--- config.mk ---
export PLATFORM = sky130hd
export DESIGN_NAME = soft_ramp_seq
export DESIGN_NICKNAME = d
export VERILOG_FILES = /design/src/rtl/soft_ramp_pkg.sv /design/src/rtl/srs_mode_decode.sv /design/src/rtl/srs_prescaler.sv /design/src/rtl/soft_ramp_seq.sv
export SDC_FILE = /design/constraint.sdc
export NUM_CORES = 1
export LEC_CHECK = 0
export BUFFER_PORTS_ARGS = -buffer_cell sky130_fd_sc_hd__buf_2
export CAP_MARGIN = 20
export CORE_MARGIN = 2
export CORE_UTILIZATION = 55
export DETAILED_ROUTE_END_ITERATION = 10
export GPL_ROUTABILITY_DRIVEN = 0
export HOLD_SLACK_MARGIN = 0.03
export PLACE_DENSITY_LB_ADDON = 0.12
export SLEW_MARGIN = 40
export SYNTH_ARGS = -nofsm -noshare
export SYNTH_HDL_FRONTEND = slang
export SYNTH_SLANG_ARGS = --single-unit
--- constraint.sdc ---
create_clock -name clk -period 2.25 [get_ports clk]
set_input_delay 0.1125 -clock clk [delete_from_list [all_inputs] [get_ports clk]]
set_output_delay 0.1125 -clock clk [all_outputs]
set_load 0.02 [all_outputs]
--- src/rtl/soft_ramp_pkg.sv ---
// Shared types for the soft-ramp output sequencer.
// Assumes: nothing beyond IEEE 1800-2017 packages.
package soft_ramp_pkg;

    // Sequencer phase of the output pair
    typedef enum logic [1:0] {
        PH_IDLE = 2'd0,   // high impedance, low power
        PH_RISE = 2'd1,   // bias ramping toward mid-scale
        PH_RUN  = 2'd2,   // switching allowed
        PH_FALL = 2'd3    // bias ramping toward ground
    } phase_t;

endpackage

--- src/rtl/srs_mode_decode.sv ---
// Decodes the output configuration code into the ramp qualifier and the
// inversion select. Purely combinational; the caller latches the result.
// Assumes: code bits [1:0] == 2'b11 mark the quad half-bridge layouts.
module srs_mode_decode (
    input  logic       ramp_strap,
    input  logic [2:0] code,
    output logic       use_ramp,
    output logic       invert
);
    // ramp honoured only for the quad half-bridge codes
    always_comb begin
        use_ramp = ramp_strap && (code[1:0] == 2'b11);
        invert   = code[2];
    end
endmodule

--- src/rtl/srs_prescaler.sv ---
// Step prescaler with separate limits for the rising and falling directions.
// Produces a one-cycle tick every UP_DIV (or DN_DIV) enabled cycles.
// Assumes: en is dropped for a cycle whenever the direction changes.
module srs_prescaler #(
    parameter int UP_DIV = 4,
    parameter int DN_DIV = 16
) (
    input  logic clk,
    input  logic rst_n,
    input  logic en,
    input  logic dir_down,
    output logic tick
);
    localparam int MAX_DIV = (UP_DIV > DN_DIV) ? UP_DIV : DN_DIV;
    localparam int CNT_W   = $clog2(MAX_DIV + 1);
    localparam logic [CNT_W-1:0] UP_LAST = CNT_W'(UP_DIV - 1);
    localparam logic [CNT_W-1:0] DN_LAST = CNT_W'(DN_DIV - 1);

    logic [CNT_W-1:0] cnt;

    // Terminal count for the active direction
    always_comb begin
        tick = en && (cnt == (dir_down ? DN_LAST : UP_LAST));
    end

    // Count enabled cycles, restart on tick or when disabled
    always_ff @(posedge clk) begin
        if (!rst_n || !en || tick) begin
            cnt <= '0;
        end else begin
            cnt <= cnt + 1'b1;
        end
    end
endmodule

--- src/rtl/soft_ramp_seq.sv ---
// Soft-ramp output sequencer for one pair of half-bridge outputs.
// Raises the bias code from 0 to mid-scale after the pair reset is released
// and lowers it back to 0 after the pair reset is asserted, one LSB per
// prescaler tick, before switching starts or before going to high impedance.
// Codes outside the quad half-bridge set, or a cleared strap, bypass the ramp.
// Assumes: pair_rst_n, ramp_strap, cfg_code and mod_valid are synchronous to clk.
module soft_ramp_seq
    import soft_ramp_pkg::*;
#(
    parameter int LEVEL_W = 10,
    parameter int UP_DIV  = 4,
    parameter int DN_DIV  = 16
) (
    input  logic               clk,
    input  logic               rst_n,
    input  logic               pair_rst_n,
    input  logic               ramp_strap,
    input  logic [2:0]         cfg_code,
    input  logic               mod_valid,
    output logic [LEVEL_W-1:0] bias_level,
    output logic               out_drive,
    output logic               sw_enable,
    output logic               low_power,
    output logic               inv_second
);
    localparam logic [LEVEL_W-1:0] BIAS_CODE = LEVEL_W'(1) << (LEVEL_W - 1);
    localparam logic [LEVEL_W-1:0] BIAS_PRE  = BIAS_CODE - 1'b1;
    localparam logic [LEVEL_W-1:0] ONE_CODE  = LEVEL_W'(1);

    phase_t             phase, phase_n;
    logic [LEVEL_W-1:0] level_n;
    logic               ramp_q, inv_q;
    logic               dec_ramp, dec_inv;
    logic               load_cfg, reverse, step;

    srs_mode_decode u_dec (
        .ramp_strap (ramp_strap),
        .code       (cfg_code),
        .use_ramp   (dec_ramp),
        .invert     (dec_inv)
    );

    srs_prescaler #(.UP_DIV(UP_DIV), .DN_DIV(DN_DIV)) u_pre (
        .clk      (clk),
        .rst_n    (rst_n),
        .en       ((phase == PH_RISE || phase == PH_FALL) && !reverse),
        .dir_down (phase == PH_FALL),
        .tick     (step)
    );

    // Next phase and next level from the pair reset and prescaler tick
    always_comb begin
        phase_n  = phase;
        level_n  = bias_level;
        load_cfg = 1'b0;
        reverse  = 1'b0;
        unique case (phase)
            PH_IDLE: begin
                level_n = '0;
                if (pair_rst_n) begin
                    load_cfg = 1'b1;
                    phase_n  = dec_ramp ? PH_RISE : PH_RUN;
                end
            end
            PH_RISE: begin
                if (!pair_rst_n) begin
                    phase_n = PH_FALL;
                    reverse = 1'b1;
                end else if (step) begin
                    level_n = bias_level + 1'b1;
                    if (bias_level == BIAS_PRE) phase_n = PH_RUN;
                end
            end
            PH_RUN: begin
                if (!pair_rst_n) begin
                    if (ramp_q) begin
                        phase_n = PH_FALL;
                        reverse = 1'b1;
                    end else begin
                        phase_n = PH_IDLE;
                        level_n = '0;
                    end
                end
            end
            PH_FALL: begin
                if (pair_rst_n) begin
                    phase_n = PH_RISE;
                    reverse = 1'b1;
                end else if (bias_level == '0) begin
                    phase_n = PH_IDLE;
                end else if (step) begin
                    level_n = bias_level - 1'b1;
                    if (bias_level == ONE_CODE) phase_n = PH_IDLE;
                end
            end
            default: phase_n = PH_IDLE;
        endcase
    end

    // State, level and latched configuration registers
    always_ff @(posedge clk) begin
        if (!rst_n) begin
            phase      <= PH_IDLE;
            bias_level <= '0;
            ramp_q     <= 1'b0;
            inv_q      <= 1'b0;
        end else begin
            phase      <= phase_n;
            bias_level <= level_n;
            if (load_cfg) begin
                ramp_q <= dec_ramp;
                inv_q  <= dec_inv;
            end
        end
    end

    // Output decode; switching also gated by the live inputs
    always_comb begin
        out_drive  = (phase != PH_IDLE);
        low_power  = (phase == PH_IDLE);
        sw_enable  = (phase == PH_RUN) && pair_rst_n && mod_valid;
        inv_second = inv_q && out_drive;
    end
endmodule

== After elaboration in Yosys (flattened, before gate mapping) ==
Cells that the tools add are included.
Word-level totals
  flip-flop bits (word level): 19
  output and inout bits: 14
Cells by class
  $add $sub $neg: 3
  eq/ne operators: 19
  multiplexer cells: 27
  reductions and logical operators: 17
Operators with widths (number)
  two-way mux 10 bit: 7
  case mux 10 bit (4 select lines): 1
  two-way mux 2 bit: 11
  inequality test 2 bit, second input constant: 7
  adder 10 x 1 -> 10 bit, second input constant: 1
  equality test 10 x 1 -> 1 bit, second input constant: 1
  equality test 10 x 9 -> 1 bit, second input constant: 1
  logical NOT 10 bit: 1
  subtractor 10 x 1 -> 10 bit, second input constant: 1
  inequality test 4 bit, second input constant: 2
  case mux 2 bit (4 select lines): 1
  AND reduction 7 bit: 1
  equality test 2 bit, second input constant: 3
  logical AND 1 bit: 6
  inequality test 3 x 2 -> 1 bit, second input constant: 2
  AND reduction 6 bit: 1
  adder 5 x 1 -> 5 bit, second input constant: 1
  equality test 5 bit: 1
  two-way mux 1 bit: 5
  two-way mux 4 bit: 1
  logical NOT 1 bit: 3
  logical OR 1 bit: 3
  case mux 1 bit (3 select lines): 1
  equality test 2 x 1 -> 1 bit, second input constant: 1
  other kinds (3): 3

== Depth between registers and ports, before layout ==
  depth in word-level cells: 10
  depth in mapped cells: 7
  mapped depth without buffers: 7

== Modules after synthesis ==
A second synthesis with hierarchy kept.
Unflattened totals
  cells, all modules: 169
  area, all modules: 1370.1 µm²
Modules (own cells, without submodules)
  soft_ramp_seq: times used 1, cells each 146, area an instance 1136.1 µm², seq. area each 280.3 µm²
  srs_prescaler: times used 1, cells each 21, area an instance 220.2 µm², seq. area each 100.1 µm²
  srs_mode_decode: times used 1, cells each 2, area an instance 13.8 µm², seq. area each 0.0 µm²

== Worst setup path after synthesis ==
Ideal clock, no wire load.
  kind: register to register
  start: register bias_level[0]
  end: register bias_level[2]
  arrival: 1.832 ns
  data required time: 2.163 ns
  path slack: 0.331 ns
  cell stages (with the launch flop): 7
  clock period less this slack: 1.919 ns
  cells stage by stage: dfxtp_1 inv_1 ha_1 a311oi_2 o2111ai_2 or3_1 o31ai_1
Between the ends
  word-level cells in the longest chain between the ends: 5
  elaborated cells between the ends (all ways): 11
RTL lines
  from (decl): line soft_ramp_seq.sv:20  | output logic [LEVEL_W-1:0] bias_level,
  from (signal assigned): line soft_ramp_seq.sv:109  | bias_level <= level_n;
  subtractor 10 x 1 -> 10 bit: line soft_ramp_seq.sv:92  | level_n = bias_level - 1'b1;
  two-way mux 10 bit: line soft_ramp_seq.sv:91  | end else if (step) begin
  two-way mux 10 bit: line soft_ramp_seq.sv:89  | end else if (bias_level == '0) begin
  two-way mux 10 bit: line soft_ramp_seq.sv:86  | if (pair_rst_n) begin
  case mux 10 bit (4 select lines): line soft_ramp_seq.sv:57  | unique case (phase)
Several ways; a longest one is shown, not always the timed one. The select of a mux whose other input is x is not followed.
A chain may end at the register's enable or synchronous reset.

== Worst setup path in the final report ==
Ends and elaborated chain as after synthesis.

==> impl_metrics.env <==
export IMPL_outcome="finished, final reports clean"
export IMPL_htreeDepth=1
export IMPL_areaGrowthSynthToFinish_pct=10.4
export IMPL_fmax_ghz=0.480
export IMPL_cts_tree="yes"
export IMPL_fillCellCount=220
export IMPL_finalCriticalPeriod_ns=2.09
export IMPL_reg2reg_to="bias_level[2]"
export IMPL_clk_latency_ns=0.31
export IMPL_critPathBufInv=1
export IMPL_ys_ff_latch=19
export IMPL_die_area_um2=2820
export IMPL_grt_max_degree=15
export IMPL_cts_resized=0
export IMPL_yosysTopAreaCell="dfxtp_1"
export IMPL_crit_path_end="bias_level[2]"
export IMPL_antenna_found_initial=0
export IMPL_crit_cells=6
export IMPL_cts_inserted_buffers=3
export IMPL_track_usage_pct=25.3
export IMPL_synth_area_top_cells="dfxtp_1 29%, nor2_1 5.1%, nand2_1 4.0%"
export IMPL_muxShareOfSynthArea_pct=0.756
export IMPL_power_uw=688
export IMPL_rsz0062_at_grt="no"
export IMPL_clockBufferDepth=2
export IMPL_cp_arrival_ns=2.31
export IMPL_clk_pin_slew_ns=0.12
export IMPL_dp_hpwl_um=2260
export IMPL_setup_tns_ns=0
export IMPL_fp_row_count=17
export IMPL_hold_violations=0
export IMPL_io_buffers=21
export IMPL_synthSimpleGateAreaFrac_pct=32.0
export IMPL_fp_dieW_um=53.1
export IMPL_firstDrtPassIters=4
export IMPL_ir_worst_vdd_mv=0.434
export IMPL_slew_headroom_pct=64.6
export IMPL_grt_overflow=0
export IMPL_r2r_cells=6
export IMPL_synth_edf_count=0
export IMPL_yosysTopAreaCellShare_pct=28.7
export IMPL_io_pins=22
export IMPL_start_util_pct=58.7
export IMPL_worst_path_largest_cell_delay_ns=0.49
export IMPL_layout_drive_gt1_share_pct=20.9
export IMPL_drcViolationCount=0
export IMPL_yosys_warnings=0
export IMPL_rrSetupSlack_ns=0.16
export IMPL_synthFlopType="dfxtp_1"
export IMPL_p_per_area_nw_per_um2=471
export IMPL_cp_data_required_time_ns=2.47
export IMPL_grt_pass1_wl_um=5350
export IMPL_wire_per_inst_um=13.8
export IMPL_synthXorXnorAreaFrac_pct=3.31
export IMPL_timing_final_crit_share_pct=92.7
export IMPL_drtIter0Drc=34
export IMPL_crit_path_max_fanout=9
export IMPL_r2r_start="bias_level[0]"
export IMPL_cp_slowest_cell="dfxtp_1"
export IMPL_post_cts_repair_setup_buffers=0
export IMPL_nNetsFinal=200
export IMPL_maxCapViolCount=0
export IMPL_synth_async_reset_ratio_pct=0
export IMPL_synth_top_family_by_area="simple AND/OR/NAND/NOR gates"
export IMPL_syn_nets=181
export IMPL_setup_viol=0
export IMPL_leakagePower_nw=0.568
export IMPL_num_vias=1279
export IMPL_finalWirelength_um=2970
export IMPL_start_kind="flop"
export IMPL_syn_inst=169
export IMPL_grt_pass1_vias=1191
export IMPL_synth_cell_types=50
export IMPL_min_path_type="input pin to flop"
export IMPL_worst_pin_slew_ns=0.530
export IMPL_startpoint="bias_level[0]"
export IMPL_syn_avg_cell_area_um2=7.83
export IMPL_synth_fa_ha_area_share_pct=3.78
export IMPL_drv_slew=0
export IMPL_cp_top_family="compound AO/OA/AOI/OAI gates"
export IMPL_die_h_um=53.1
export IMPL_clock_sinks=19
export IMPL_crit_chain="inv_1 -> ha_1 -> a311oi_2 -> o2111ai_2 -> or3_1 -> o31ai_1"
export IMPL_netlist_area_um2=1320
export IMPL_crit_type="flop to flop"
export IMPL_seq_area_frac_synth_pct=28.7
export IMPL_cts_hold_fix_buffers=0
export IMPL_drt_vias_per_instance=5.95
export IMPL_cts_root_buffer="clkbuf_4"
export IMPL_ant_nets=0
export IMPL_synth_compound_area_share_pct=24.3
export IMPL_critPathCaptureType="flop"
export IMPL_diodes=0
export IMPL_coreArea_um2=2250
export IMPL_fin_skew_ns=0.00903
## cell families (layout without fill, tap and decap cells)
kind of cell / after synthesis / after routing
buffers and inverters: 20 / 38
AND/OR/NAND/NOR: 74 / 74
XOR/XNOR: 5 / 5
multiplexers: 1 / 1
adder cells (fa/ha/maj): 4 / 4
AO/OA/AOI/OAI: 46 / 46
flip-flops: 19 / 19
## per-layer routing
| metal | global-route usage [%] | vias up | routed length (um) | part of all wire [%] |
|---|---|---|---|---|
| met4 | 8.12 | 0 | 30 | 1.0 |
| met5 | 0 | - | 0 | 0 |
| met1 | 36.8 | 572 | 1450 | 49 |
| met2 | 37.7 | 53 | 1270 | 43 |
| li1 | - | 650 | - | - |
| met3 | 4.24 | 4 | 220 | 7.4 |
## final cells by class
cell class                 instances  area (um2)  area share (%)
multi-input combinational        130         850            58.1
inverter                           9        33.8            2.31
clock buffer                       3        22.5            1.54
clock inverter                     1        5.00           0.342
sequential                        19         380            26.0
tap                               28        35.0            2.40
timing repair buffer              25         135            9.25
## stage by stage
step | hold WS, ns | instance area [um2] | cells | util [%] | worst slack [ns]
after CTS | 0.0584 | 1460 | 215 | 64.8 | 0.184
after global routing | 0.0903 | 1460 | 215 | 64.8 | 0.00588
after detailed placement | 0.390 | 1430 | 211 | 63.6 | 0.212
final | 0.0616 | 1460 | 215 | 64.8 | 0.165
after floorplan | 0.269 | 1320 | 169 | - | 0.331
after global placement | 0.378 | 1430 | 211 | 63.6 | 0.265
## state kept, by name, summed over array words and instances, names as in the netlist
| name | flops |
|---|---|
| inv_q | 1 |
| bias_level | 10 |
| phase | 2 |
| u_pre.cnt | 5 |
| ramp_q | 1 |
## report_power, final
group | internal [mW] | leakage [nW] | switching (mW)
Combinational | 0.0632 | 0.397 | 0.0905
Clock | 0.0664 | 0.0177 | 0.114
Sequential | 0.344 | 0.154 | 0.0105
Total | 0.473 | 0.568 | 0.215
## cells in the mapped netlist (all sizes together), types with 2 or more instances
cell type and n:
a211oi 3, a21oi 10, a22oi 3, a311oi 2
a31oi 2, and3 4, buf 7, clkbuf 4
dfxtp 19, ha 4, inv 9, nand2 14
nand2b 5, nand3 6, nand4b 2, nor2 18
nor2b 3, nor3 7, nor4 3, nor4b 2
o2111ai 2, o21a 3, o21ai 11, o31ai 5
or3 4, xnor2 3, xor2 2
## tightest hold or removal path, delay by kind of cell
family | cells | cell delay, ns
buffers and inverters | 1 | 0.09
AOI/OAI and AO/OA | 1 | 0.07
and+or+nand+nor | 1 | 0.05
## cells in the final DEF (no fill, tap or decap), types with 4 or more instances in the layout
cell / Yosys / final
nand2_1: 14 / 14
ha_1: 4 / 4
buf_2: 5 / 21
nand2b_1: 4 / 4
a21oi_1: 9 / 9
nor3_1: 7 / 7
nand3_1: 6 / 6
inv_1: 9 / 9
o21ai_0: 10 / 10
or3_1: 4 / 4
o31ai_1: 5 / 5
dfxtp_1: 19 / 19
buf_4: 1 / 4
nor2_1: 18 / 18
## how the worst min path moves through the flow
stage / from / end / slack, ns / cells past startpoint
after global routing: cfg_code[2] / inv_q / 0.09 / 3
after CTS: cfg_code[2] / inv_q / 0.06 / 3
after floorplan: cfg_code[2] / inv_q / 0.27 / 2
final: cfg_code[2] / inv_q / 0.06 / 3
after detailed placement: cfg_code[2] / inv_q / 0.39 / 3
after global placement: cfg_code[2] / inv_q / 0.38 / 3
Note: power is estimated with default switching activity, not from simulation.
